File: config.mk
export PLATFORM = sky130hd
export DESIGN_NAME = onew_rom_select
export DESIGN_NICKNAME = d
export VERILOG_FILES = /design/src/rtl/onew_rom_pkg.sv /design/src/rtl/onew_id_crc.sv /design/src/rtl/onew_rom_seq.sv /design/src/rtl/onew_rom_select.sv
export SDC_FILE = /design/constraint.sdc
export NUM_CORES = 1
export LEC_CHECK = 0
export CAP_MARGIN = 20
export CORE_ASPECT_RATIO = 2
export CORE_MARGIN = 10
export CORE_UTILIZATION = 60
export CTS_CLUSTER_SIZE = 20
export DETAILED_ROUTE_END_ITERATION = 6
export HOLD_SLACK_MARGIN = 0.15
export PLACE_DENSITY_LB_ADDON = 0.1
export SETUP_SLACK_MARGIN = 0.2
export SLEW_MARGIN = 20
export SYNTH_ARGS = -nofsm -noshare
export SYNTH_HDL_FRONTEND = slang
export SYNTH_SLANG_ARGS = --single-unit
File: constraint.sdc
create_clock -name clk -period 7.4 [get_ports clk]
set_clock_uncertainty 0.15 [all_clocks]
set_input_delay 2.22 -clock clk [delete_from_list [all_inputs] [get_ports clk]]
set_output_delay 2.22 -clock clk [all_outputs]
set_load 0.05 [all_outputs]
File: src/rtl/onew_rom_pkg.sv
package onew_rom_pkg;

  typedef enum logic [2:0] {
    ST_WAIT,
    ST_CMD,
    ST_READ,
    ST_MATCH,
    ST_SEARCH,
    ST_SEL
  } rom_state_e;

  localparam logic [7:0] OP_READ    = 8'h33;
  localparam logic [7:0] OP_MATCH   = 8'h55;
  localparam logic [7:0] OP_SEARCH  = 8'hF0;
  localparam logic [7:0] OP_SELALL  = 8'hCC;
  localparam logic [7:0] OP_RESEL   = 8'hA5;

  localparam logic [7:0] CHK_MASK   = 8'h8C;

  function automatic logic [7:0] chk_step(input logic [7:0] acc, input logic din);
    logic fb;
    fb = acc[0] ^ din;
    return {1'b0, acc[7:1]} ^ (fb ? CHK_MASK : 8'h00);
  endfunction

endpackage

File: src/rtl/onew_id_crc.sv
module onew_id_crc #(
  parameter int DATA_BITS = 56
) (
  input  logic                 clk,
  input  logic                 rst_n,
  input  logic [DATA_BITS-1:0] data_i,
  output logic [7:0]           crc_o,
  output logic                 done_o
);
  import onew_rom_pkg::*;

  localparam int CW = $clog2(DATA_BITS + 1);
  localparam logic [CW-1:0] END_CNT = CW'(DATA_BITS);

  logic [CW-1:0] cnt_q;
  logic [7:0]    acc_q;

  assign done_o = (cnt_q == END_CNT);
  assign crc_o  = acc_q;

  always_ff @(posedge clk or negedge rst_n) begin
    if (!rst_n) begin
      cnt_q <= '0;
      acc_q <= '0;
    end else if (!done_o) begin
      acc_q <= chk_step(acc_q, data_i[cnt_q]);
      cnt_q <= cnt_q + 1'b1;
    end
  end

  AST_CHK_FROZEN: assert property (@(posedge clk) disable iff (!rst_n)
    done_o |=> (done_o && $stable(acc_q)));

endmodule

File: src/rtl/onew_rom_seq.sv
module onew_rom_seq #(
  parameter int ID_BITS = 64
) (
  input  logic               clk,
  input  logic               rst_n,
  input  logic               bus_rst_i,
  input  logic               slot_fire_i,
  input  logic               slot_bit_i,
  input  logic [ID_BITS-1:0] id_i,
  output logic               tx_bit_o,
  output logic               sel_o,
  output logic               wait_o
);
  import onew_rom_pkg::*;

  localparam int IW = $clog2(ID_BITS);
  localparam logic [IW-1:0] LAST_IDX = IW'(ID_BITS - 1);

  rom_state_e    state_q, state_d;
  logic [IW-1:0] idx_q, idx_d;
  logic [1:0]    phase_q, phase_d;
  logic [7:0]    cmd_q, cmd_d;
  logic [2:0]    ccnt_q, ccnt_d;
  logic          rc_q, rc_d;
  logic          own_bit;
  logic [7:0]    cmd_full;

  assign own_bit  = id_i[idx_q];
  assign cmd_full = {slot_bit_i, cmd_q[7:1]};

  always_comb begin
    tx_bit_o = 1'b1;
    if (state_q == ST_READ) begin
      tx_bit_o = own_bit;
    end else if (state_q == ST_SEARCH) begin
      if (phase_q == 2'd0)      tx_bit_o = own_bit;
      else if (phase_q == 2'd1) tx_bit_o = ~own_bit;
    end
  end

  assign sel_o  = (state_q == ST_SEL);
  assign wait_o = (state_q == ST_WAIT);

  always_comb begin
    state_d = state_q;
    idx_d   = idx_q;
    phase_d = phase_q;
    cmd_d   = cmd_q;
    ccnt_d  = ccnt_q;
    rc_d    = rc_q;
    if (bus_rst_i) begin
      state_d = ST_CMD;
      idx_d   = '0;
      phase_d = '0;
      cmd_d   = '0;
      ccnt_d  = '0;
    end else if (slot_fire_i) begin
      unique case (state_q)
        ST_CMD: begin
          cmd_d  = cmd_full;
          ccnt_d = ccnt_q + 1'b1;
          if (ccnt_q == 3'd7) begin
            unique case (cmd_full)
              OP_READ:   begin state_d = ST_READ;   rc_d = 1'b0; end
              OP_MATCH:  begin state_d = ST_MATCH;  rc_d = 1'b0; end
              OP_SEARCH: begin state_d = ST_SEARCH; rc_d = 1'b0; end
              OP_SELALL: begin state_d = ST_SEL;    rc_d = 1'b0; end
              OP_RESEL:  state_d = rc_q ? ST_SEL : ST_WAIT;
              default:   state_d = ST_WAIT;
            endcase
          end
        end
        ST_READ: begin
          if (idx_q == LAST_IDX) state_d = ST_SEL;
          else                   idx_d   = idx_q + 1'b1;
        end
        ST_MATCH: begin
          if (slot_bit_i != own_bit) begin
            state_d = ST_WAIT;
          end else if (idx_q == LAST_IDX) begin
            state_d = ST_SEL;
            rc_d    = 1'b1;
          end else begin
            idx_d = idx_q + 1'b1;
          end
        end
        ST_SEARCH: begin
          if (phase_q != 2'd2) begin
            phase_d = phase_q + 1'b1;
          end else begin
            phase_d = 2'd0;
            if (slot_bit_i != own_bit) begin
              state_d = ST_WAIT;
            end else if (idx_q == LAST_IDX) begin
              state_d = ST_SEL;
              rc_d    = 1'b1;
            end else begin
              idx_d = idx_q + 1'b1;
            end
          end
        end
        default: ;
      endcase
    end
  end

  always_ff @(posedge clk or negedge rst_n) begin
    if (!rst_n) begin
      state_q <= ST_WAIT;
      idx_q   <= '0;
      phase_q <= '0;
      cmd_q   <= '0;
      ccnt_q  <= '0;
      rc_q    <= 1'b0;
    end else begin
      state_q <= state_d;
      idx_q   <= idx_d;
      phase_q <= phase_d;
      cmd_q   <= cmd_d;
      ccnt_q  <= ccnt_d;
      rc_q    <= rc_d;
    end
  end

  AST_RESET_TO_CMD: assert property (@(posedge clk) disable iff (!rst_n)
    bus_rst_i |=> (state_q == ST_CMD));

  AST_RC_KEPT_ON_RESET: assert property (@(posedge clk) disable iff (!rst_n)
    bus_rst_i |=> (rc_q == $past(rc_q)));

  AST_RC_SET_BY_ID: assert property (@(posedge clk) disable iff (!rst_n)
    $rose(rc_q) |-> ($past(state_q) == ST_MATCH || $past(state_q) == ST_SEARCH));

  AST_WAIT_STICKY: assert property (@(posedge clk) disable iff (!rst_n)
    (wait_o && !bus_rst_i) |=> wait_o);

  AST_SEL_AFTER_SLOT: assert property (@(posedge clk) disable iff (!rst_n)
    $rose(sel_o) |-> $past(slot_fire_i));

  AST_SEL_WAIT_EXCL: assert property (@(posedge clk) disable iff (!rst_n)
    !(sel_o && wait_o));

endmodule

File: src/rtl/onew_rom_select.sv
module onew_rom_select #(
  parameter logic [7:0]  FAMILY = 8'h2D,
  parameter logic [47:0] SERIAL = 48'h5E7A_91C3_0B46
) (
  input  logic clk,
  input  logic rst_n,
  input  logic bus_rst_i,
  input  logic slot_valid_i,
  output logic slot_ready_o,
  input  logic slot_bit_i,
  output logic tx_bit_o,
  output logic sel_o,
  output logic wait_o
);
  localparam int BODY_BITS = $bits(FAMILY) + $bits(SERIAL);
  localparam int ID_BITS   = BODY_BITS + 8;

  logic [BODY_BITS-1:0] body;
  logic [7:0]           chk;
  logic                 chk_done;
  logic [ID_BITS-1:0]   ident;
  logic                 fire;

  assign body  = {SERIAL, FAMILY};
  assign ident = {chk, body};
  assign slot_ready_o = chk_done;
  assign fire  = slot_valid_i && slot_ready_o;

  onew_id_crc #(.DATA_BITS(BODY_BITS)) i_crc (
    .clk    (clk),
    .rst_n  (rst_n),
    .data_i (body),
    .crc_o  (chk),
    .done_o (chk_done)
  );

  onew_rom_seq #(.ID_BITS(ID_BITS)) i_seq (
    .clk         (clk),
    .rst_n       (rst_n),
    .bus_rst_i   (bus_rst_i),
    .slot_fire_i (fire),
    .slot_bit_i  (slot_bit_i),
    .id_i        (ident),
    .tx_bit_o    (tx_bit_o),
    .sel_o       (sel_o),
    .wait_o      (wait_o)
  );

  AST_READY_HOLDS: assert property (@(posedge clk) disable iff (!rst_n)
    slot_ready_o |=> slot_ready_o);

  AST_NO_GRANT_UNREADY: assert property (@(posedge clk) disable iff (!rst_n)
    !slot_ready_o |-> (!sel_o && tx_bit_o));

endmodule

==> metrics.md <==
| Metric | Value |
|---|---|
| Antenna diodes | `0` |
| Cells after Synth | `260` |
| Vias per Instance | `6.08` |
| Buffers added on ports | `8` |
| Post-CTS Repair Setup Buffers | `0` |
| Total gr overflow | `0` |
| Reg2Reg Depth | `8` |
| Sequential-to-total area share from yosys stat | `0.357` |
| CP max FO | `9` |
| DR pass1 iterations | `4` |
| Pwr Total | `~0.00038 W` |
| Initial antenna violation count | `0` |
| Commonest non-fill, non-tap cell in the layout | `dfrtp_1` |
| CTS buffer count | `5` |
| Initial core utilization | `0.618` |
| Worst slack at placement | `between 1500 and 2000 ps` |
| TritonCTS clock tree | `done` |
| Core footprint | `between 4000 and 5000 sq um` |
| Hold Crit Class | `reg2reg` |
| Post-CTS Resized | `0` |
| Number of global-route vias before repair | `roughly 1.9k` |
| Vias | `1902` |
| Register area | `901 sq um` |
| Share of post-route cells with drive strength above 1 | `0.0881` |
| IO Pins | `9` |
| Worst setup EP type | `output port` |
| Synth top area cells | `dfrtp_1 36%, ha_1 7.4%, mux2i_1 6.7%, nor2_1 4.9%, mux2_1 3.6%` |
| Crit path arrival time | `3340 ps` |
| Status | `completed` |
| Hold Crit Endpoint | `i_seq.rc_q` |
| Syn-to-layout area delta | `6.44%` |
| Count of cell types in the netlist | `59` |
| Worst-path clk slew | `~80 ps` |
| Sinks on Clock Net | `36` |
| Hold Vio Cnt, Final | `0` |
| Dpl hpwl | `3750 um` |
| Worst hold path depth | `1` |
| Cts hold-fix bufs | `0` |
| Final setup fails | `0` |
| CTS root buf | `clkbuf_8` |
| Worst Path Required | `5030 ps` |
| Ys flop type | `dfrtp_1` |
| Row cnt | `33` |
| First-pass GRT wire length | `about 8700 um` |
| Async S/R FF share, synth | `1.00` |
| Pins Over Slew Limit | `0` |
| Period utilization | `0.772` |
| Hold path startpoint | `i_seq.rc_q` |
| Die Ht | `112 um` |
| RSZ-0062 raised after global routing | `false` |
| Final WL | `5010 um` |
| CTS max path bufs | `2` |
| Comb power frac | `0.029` |
| Final setup margin | `1690 ps` |
| Peak VDD IR | `roughly 0.13 mV` |
| Fmax achieved | `175 MHz` |
| CP startpoint kind | `register` |
| Synth warn | `0` |
| Sw frac | `0.209` |
| Sequential fraction of design power | `0.519` |
| Reg2reg setup slack | `4220 ps` |
| Min Tclk post-route | `around 5700 ps` |
| Power Density | `141 nW/um^2` |
| Largest net degree at the start of global routing | `37` |
| Internal | `0.000300 W` |
| Leakage power | `1.11 nW` |
| Die area | `7360 sq um` |
| RR Startpoint | `i_seq.idx_q[1]` |
| Post-Syn Area | `about 2500 sq um` |
| Area occupied by multi-input gates | `1510 sq um` |
| Clock share of power | `0.451` |
| Synth Net Count | `280` |
| Number of remaining DRC errors | `0` |
| Cell taking the most area after synthesis | `dfrtp_1` |
| Worst-margin pin slew | `a little under 1000 ps` |
| Post-synth EDFFs | `0` |
| Switching Power | `slightly below 0.00008 W` |
| Synth Register Bits | `36` |
| Relative slew slack | `0.345` |
| DRT antenna net count | `0` |
| Final nets | `280` |
| Final setup TNS | `0 ps` |
| H-tree Lvls | `2` |
| Gr usage total | `0.147` |
| Final Wtd Congestion | `0.865` |
| Fillers | `356` |
| Routed wire per std cell | `approximately 16 um` |
| Area fraction of the dominant cell type after synthesis | `0.357` |
| Most frequent cells in the layout | `36 x dfrtp_1, 33 x nor2_1, 17 x mux2i_1` |
| Reg2reg end | `i_seq.idx_q[2]` |
| Starting DRT DRC Count | `78` |
| Synthesized area per cell | `between 9 and 10 sq um` |
| CP Class | `reg2out` |
| Width of the die | `~66 um` |
| Maxcap violations | `0` |
| Worst-skew pair later-pin latency | `just under 300 ps` |
through the flow:
step                hold WS [ps]  cells  utilization  cell area, sq um
global placement             327    305        0.631              2580
global route                 357    313        0.657              2690
detailed placement           332    305        0.631              2580
CTS                          350    313        0.657              2690
finish                       346    313        0.657              2690
floorplan                    314    260            -              2520
critical path: stages (launching register included):
cell             delay, ps
dfrtp_1                550
inv_1                  160
ha_1                   350
a2111oi_0              100
a2111oi_1              590
a31oi_4                120
xor2_1                 180
a22oi_1                180
clkdlybuf4s50_1        830
synth_stat cells, types with 7 or more instances:
cell      count
ha_1         15
mux2i_1      17
clkbuf_1      8
nor2b_1      11
nand2b_1      9
nor3_1        7
dfrtp_1      36
nand2_1      15
mux2_1        8
nor2_1       33
cells by family after synthesis:
kind of cell | count (synthesis) | synth area share
mux | 32 | 0.139
buf+inv | 21 | 0.0441
compound gates | 45 | 0.138
simple gates | 101 | 0.206
xor+xnor | 10 | 0.0421
fa+ha+maj | 15 | 0.0743
flops | 36 | 0.357
sequential cells by signal, indices dropped and copies added, names as in the netlist:
name           count
i_crc.cnt_q        6
i_crc.crc_o        8
i_seq.ccnt_q       3
i_seq.cmd_q        7
i_seq.idx_q        6
i_seq.phase_q      2
i_seq.rc_q         1
i_seq.state_q      3
metal layers:
| layer | global-route usage | wire [um] | up-vias |
|---|---|---|---|
| met5 | 0 | 0 | - |
| met4 | 0.0819 | 191 | 0 |
| met3 | 0.0281 | 130 | 13 |
| met2 | 0.271 | 2900 | 33 |
| met1 | 0.144 | 1790 | 926 |
| li1 | - | - | 930 |
power groups by stage:
stage / clock network, W / registers (W) / logic [W]
floorplan: 0 / 0.000201 / 0.00000419
global placement: 0 / 0.000200 / 0.0000113
detailed placement: 0 / 0.000200 / 0.0000113
CTS: 0.000175 / 0.000197 / 0.0000114
global route: 0.000182 / 0.000197 / 0.0000125
finish: 0.000171 / 0.000197 / 0.0000111
worst max-delay path by stage:
stage | from | to | depth (start not counted)
after floorplan | i_seq.idx_q[1] | tx_bit_o | 9
after global placement | i_seq.idx_q[0] | tx_bit_o | 9
after detailed placement | i_seq.idx_q[1] | tx_bit_o | 8
after CTS | i_seq.idx_q[1] | tx_bit_o | 8
after global routing | i_seq.idx_q[1] | tx_bit_o | 8
final | i_seq.idx_q[1] | tx_bit_o | 8
area by class of cell:
cell class              count  area share
clock buffers               6      0.0270
clock inverters             2      0.0130
inverters                   5     0.00698
repair buffers              9      0.0307
multi-input cells         203       0.563
flip-flops and latches     36       0.335
well taps                  52      0.0242
(Power assumes the default switching activity.)
